$ cat src/rtl/smbmon_pkg.sv
package smbmon_pkg;

  // Width needed to hold values 0..n inclusive.
  function automatic int unsigned cnt_w(input int unsigned n);
    return (n < 1) ? 1 : $clog2(n + 1);
  endfunction

  // True on the tick that moves a counter from mark-1 to mark.
  function automatic logic at_mark(input logic step, input int unsigned cnt,
                                   input int unsigned mark);
    return step && (cnt == mark - 1);
  endfunction

endpackage

$ cat src/rtl/smbmon_sync.sv
module smbmon_sync #(
  parameter int unsigned W = 3
) (
  input  logic         clk,
  input  logic         rst_n,
  input  logic [W-1:0] raw_i,
  output logic [W-1:0] lvl_o
);
  logic [W-1:0] meta_q;

  // Idle level of every watched input is high (released bus, no host).
  always_ff @(posedge clk or negedge rst_n) begin
    if (!rst_n) begin
      meta_q <= '1;
      lvl_o  <= '1;
    end else begin
      meta_q <= raw_i;
      lvl_o  <= meta_q;
    end
  end
endmodule

$ cat src/rtl/smbmon_low_timer.sv
module smbmon_low_timer #(
  parameter int unsigned SAT = 8,
  parameter int unsigned CW  = smbmon_pkg::cnt_w(SAT)
) (
  input  logic          clk,
  input  logic          rst_n,
  input  logic          low_i,
  input  logic          tick_i,
  output logic [CW-1:0] cnt_o,
  output logic          step_o
);
  // Counts ticks of an uninterrupted low period, saturating at SAT.
  assign step_o = low_i && tick_i && (cnt_o != CW'(SAT));

  always_ff @(posedge clk or negedge rst_n) begin
    if (!rst_n)      cnt_o <= '0;
    else if (!low_i) cnt_o <= '0;
    else if (step_o) cnt_o <= cnt_o + 1'b1;
  end
endmodule

$ cat src/rtl/smbmon_presence.sv
module smbmon_presence #(
  parameter int unsigned PERIOD = 1000
) (
  input  logic clk,
  input  logic rst_n,
  input  logic tick_i,
  input  logic sense_n_i,
  output logic sample_o,
  output logic present_o
);
  localparam int unsigned PW = smbmon_pkg::cnt_w(PERIOD);

  logic [PW-1:0] phase_q;

  assign sample_o = tick_i && (phase_q == PW'(PERIOD - 1));

  always_ff @(posedge clk or negedge rst_n) begin
    if (!rst_n) begin
      phase_q   <= '0;
      present_o <= 1'b0;
    end else begin
      if (sample_o)    phase_q <= '0;
      else if (tick_i) phase_q <= phase_q + 1'b1;
      if (sample_o)    present_o <= ~sense_n_i;
    end
  end
endmodule

$ cat src/rtl/smbus_idle_supervisor.sv
module smbus_idle_supervisor #(
  parameter int unsigned TMO_TICKS    = 30,
  parameter int unsigned BUSOFF_TICKS = 2000,
  parameter int unsigned CAL_TICKS    = 5000,
  parameter int unsigned PRES_TICKS   = 1000
) (
  input  logic clk,
  input  logic rst_n,
  input  logic tick_i,
  input  logic scl_raw_i,
  input  logic sda_raw_i,
  input  logic host_sense_n_i,
  output logic bus_off_o,
  output logic cal_req_o,
  output logic clk_tmo_o,
  output logic host_present_o,
  output logic bus_resume_o
);
  import smbmon_pkg::*;

  localparam int unsigned LW = cnt_w(CAL_TICKS);
  localparam int unsigned TW = cnt_w(TMO_TICKS);

  logic [2:0]    lvl;
  logic          scl_s, sda_s, sense_s;
  logic          both_low;
  logic [LW-1:0] low_cnt;
  logic          low_step;
  logic [TW-1:0] clk_cnt;
  logic          clk_step;
  logic          busoff_evt, cal_evt, tmo_evt, release_evt, pres_evt;

  smbmon_sync #(.W(3)) u_sync (
    .clk(clk), .rst_n(rst_n),
    .raw_i({host_sense_n_i, sda_raw_i, scl_raw_i}),
    .lvl_o(lvl)
  );
  assign scl_s   = lvl[0];
  assign sda_s   = lvl[1];
  assign sense_s = lvl[2];

  assign both_low = ~scl_s & ~sda_s;

  smbmon_low_timer #(.SAT(CAL_TICKS), .CW(LW)) u_both_low (
    .clk(clk), .rst_n(rst_n), .low_i(both_low), .tick_i(tick_i),
    .cnt_o(low_cnt), .step_o(low_step)
  );

  smbmon_low_timer #(.SAT(TMO_TICKS), .CW(TW)) u_clk_low (
    .clk(clk), .rst_n(rst_n), .low_i(~scl_s), .tick_i(tick_i),
    .cnt_o(clk_cnt), .step_o(clk_step)
  );

  smbmon_presence #(.PERIOD(PRES_TICKS)) u_pres (
    .clk(clk), .rst_n(rst_n), .tick_i(tick_i), .sense_n_i(sense_s),
    .sample_o(pres_evt), .present_o(host_present_o)
  );

  // Named events, shared by the flag logic and the checker.
  assign busoff_evt  = at_mark(low_step, 32'(low_cnt), BUSOFF_TICKS);
  assign cal_evt     = at_mark(low_step, 32'(low_cnt), CAL_TICKS);
  assign tmo_evt     = at_mark(clk_step, 32'(clk_cnt), TMO_TICKS);
  assign release_evt = bus_off_o && !both_low;

  always_ff @(posedge clk or negedge rst_n) begin
    if (!rst_n) begin
      bus_off_o    <= 1'b0;
      cal_req_o    <= 1'b0;
      clk_tmo_o    <= 1'b0;
      bus_resume_o <= 1'b0;
    end else begin
      bus_resume_o <= release_evt;
      cal_req_o    <= cal_evt;
      if (!both_low)       bus_off_o <= 1'b0;
      else if (busoff_evt) bus_off_o <= 1'b1;
      if (scl_s)           clk_tmo_o <= 1'b0;
      else if (tmo_evt)    clk_tmo_o <= 1'b1;
    end
  end
endmodule

$ cat config.mk
export PLATFORM = sky130hd
export DESIGN_NAME = smbus_idle_supervisor
export DESIGN_NICKNAME = d
export VERILOG_FILES = /design/src/rtl/smbmon_pkg.sv /design/src/rtl/smbmon_sync.sv /design/src/rtl/smbmon_low_timer.sv /design/src/rtl/smbmon_presence.sv /design/src/rtl/smbus_idle_supervisor.sv
export SDC_FILE = /design/constraint.sdc
export NUM_CORES = 1
export LEC_CHECK = 0
export ABC_CLOCK_PERIOD_IN_PS = 2100
export BUFFER_PORTS_ARGS = -buffer_cell sky130_fd_sc_hd__buf_2
export CORE_MARGIN = 2
export CORE_UTILIZATION = 30
export DETAILED_ROUTE_END_ITERATION = 6
export HOLD_SLACK_MARGIN = 0.02
export PLACE_DENSITY_LB_ADDON = 0.3
export RECOVER_POWER = 25
export SLEW_MARGIN = 20
export SYNTH_ARGS = -nofsm -noshare
export SYNTH_HDL_FRONTEND = slang
export SYNTH_SLANG_ARGS = --single-unit
$ cat constraint.sdc
create_clock -name clk -period 2.1 [get_ports clk]
set_input_delay 0.21 -clock clk [delete_from_list [all_inputs] [get_ports clk]]
set_output_delay 0.21 -clock clk [all_outputs]
set_load 0.1 [all_outputs]
==> results.ini <==
[routing]
wl_per_cell_microns = 12.1
finalWirelength_mm = 3.22
drtAntennaViolNets = 0
drc = 0
num_vias = 1238
via_per_inst = 4.67
drtIter0Drc = 35
firstDrtPassIters = 4

[placed_design]
place.gp.congestion = 0.772
dp_slack_ps = 480
placed_area_sq_mm = 0.00196
port_buffers = 10
dp_hpwl_mm = 2.16
dp_cells = 254

[floorplan]
io_pins = 11
die-area_sq_mm = 0.00682
core-area_sq_mm = 0.00596
die_h_microns = 82.6
start_util_pct = 31.1
rows = 28
die_w_microns = 82.6

[layout]
final_cell_area_sq_mm = 0.00208
area_delta_synth_final_pct = 12.1
final_layout_size_suffix_gt1_share_pct = 14.7
postLayoutCoreUtil_pct = 34.9
diodes = 0
fin_nets = 201
post_layout_nonfiller_instances = 265
nFillCells = 622

[clock_network]
h-tree-depth = 2
cts_resized = 0
cts_buffers = 5
clk_pin_slew_worst_paths_ps = 80
ctsHoldBuffers = 3
postCtsSetupRepairBufs = 0
clk_latency_ps = 290
clock-sinks = 39
cts_buffer_depth = 2
cts_root_buffer = clkbuf_8
cts_tree = yes

[setup_path]
cp.required_ps = 2330
startpoint_type = register
end_kind = register
worst_ep_arrival_time_ps = 1860
crit_fanout = 6
critical_path_class = register to register

[hold_path]
hold_path.class = input port to async pin

[synth]
ys_warn_count = 0
syn_area_per_cell_sq_um = 10.5
synth_top_area_share_pct = 44.6
synth_edf_count = 0
ys_types = 39
synth_top_area_cell = dfrtp_1
syn_area_sq_mm = 0.00185
async_flop_share_pct = 100
synthTopCellsByArea = dfrtp_1 45%, dfstp_2 8.5%, xor2_1 5.7%
syn-instance-count = 176
ys_dominant_reg_cell = dfrtp_1
syn_nets = 188
ys_seq_elements = 39
ys_seq_area_share_pct = 53.1

[timing]
rsz0062_at_grt = no
fmax_ghz = 0.613
finalSetupViolations = 0
fin_ws_ps = 468
period_share_pct = 77.7
hold_violations = 0
tns_ps = 0
worstMarginPinSlew_ps = 870
clock_skew_ps = 5.17
fin_hold_ws_ps = 31.8
finalMaxSlewViolations = 0
fin_crit_ps = 1630
max_slew_margin_pct = 42.0

[grt]
grt_max_degree = 40
use_met3_pct = 3.26
overflow = 0
grt_pass1_wl_mm = 5.66
grt_util_met1_pct = 14.1
grt-busiest-layer = met2
antenna_found_initial = 0
first_global_vias = 1268
grt_util_met2_pct = 17.5
grtUsageTotal_pct = 11.0

[flow_run]
maxCapViolations = 0

[power]
p_total_mw = 1.61
power_leakage_nw = 0.920
powerDensity_mw_per_mm2 = 777
vdd_ir_drop_max_mv = 0.359

[run_status]
status = finished clean

area by class of cell:
| type | instances | area [sq um] | share of cell area [%] |
|---|---|---|---|
| Clock buffer | 7 | 86.3 | 4.16 |
| Clock inverter | 1 | 5.00 | 0.241 |
| Inverter | 8 | 30.0 | 1.45 |
| Multi-Input combinational cell | 121 | 791 | 38.1 |
| Sequential cell | 39 | 983 | 47.3 |
| Tap cell | 75 | 93.8 | 4.52 |
| Timing Repair Buffer | 14 | 87.6 | 4.22 |
cell usage after synthesis (3+ instances only):
cell	number
dfrtp_1	33
nor2_1	23
nand2_1	13
xor2_1	12
nand4_1	9
inv_1	8
and3_1	7
nand3_1	7
xnor2_1	7
dfstp_2	6
ha_1	6
a21oi_1	5
nor3_1	4
buf_2	3
clkbuf_1	3
final timing paths:
kind	startpoint	to	slack, ps	cells past startpoint
worst min register to register	u_sync.meta_q[1]$_DFF_PN1_	u_sync.lvl_o[1]$_DFF_PN1_	360	0
worst max-delay path	u_both_low.cnt_o[1]$_DFFE_PN0P_	u_both_low.cnt_o[12]$_DFFE_PN0P_	470	5
max in group asynchronous	rst_n	clk_tmo_o$_DFFE_PN0P_	1520	1
worst min-delay path	rst_n	u_pres.phase_q[9]$_DFFE_PN0P_	30	1
min in group clk	tick_i	u_pres.phase_q[1]$_DFFE_PN0P_	270	3
worst max register to register	u_both_low.cnt_o[1]$_DFFE_PN0P_	u_both_low.cnt_o[12]$_DFFE_PN0P_	470	5
power by group:
| part | switching [mW] | total (mW) | internal (mW) |
|---|---|---|---|
| Combinational | 0.0975 | 0.186 | 0.0881 |
| Sequential | 0.0830 | 0.908 | 0.825 |
| Clock | 0.255 | 0.520 | 0.265 |
layout by cell type (no fill, tap or decap), types with 2 or more instances in the layout:
cell | netlist | routed
nand2_1 | 13 | 13
inv_1 | 8 | 8
dfrtp_1 | 33 | 33
or3_1 | 2 | 2
and4_1 | 2 | 2
nor3_1 | 4 | 4
nand3_1 | 7 | 7
o21ai_0 | 2 | 2
mux2i_1 | 2 | 2
ha_1 | 6 | 6
xor2_1 | 12 | 12
a21oi_1 | 5 | 5
clkbuf_8 | 0 | 6
buf_2 | 3 | 10
nand4_1 | 9 | 9
nor2_1 | 23 | 23
o21ai_1 | 2 | 2
dfstp_2 | 6 | 6
and3_1 | 7 | 7
xnor2_1 | 7 | 7
dlygate4sd3_1 | 0 | 3
registers in the layout, indices dropped and copies added (netlist names):
name,count
u_pres.phase_q,10
bus_off_o,1
clk_tmo_o,1
cal_req_o,1
u_sync.meta_q,3
bus_resume_o,1
u_both_low.cnt_o,13
u_clk_low.cnt_o,5
u_pres.present_o,1
u_sync.lvl_o,3
critical path, stage by stage, from the launching register on:
cell	delay [ps]
dfrtp_1	390
ha_1	180
and3_1	340
nand3_4	120
or4_1	470
nand2_1	80
metal layers:
layer  wire length, microns  up-vias  part of all wire (%)
li1                       -      630                     -
met1                   1640      589                    51
met2                   1430       13                    44
met3                     94        6                   2.9
met4                     53        0                   1.6
met5                      0        -                     0
cell families after synthesis:
kind of cell	Yosys count	synth area share [%]
AO/OA/AOI/OAI	16	5.40
XOR/XNOR	19	8.98
adder cells (fa/ha/maj)	6	4.05
buffers and inverters	16	4.25
flip-flops	39	53.1
multiplexers	3	1.69
AND/OR/NAND/NOR	77	22.6
Power figures use the tool's default switching activity.
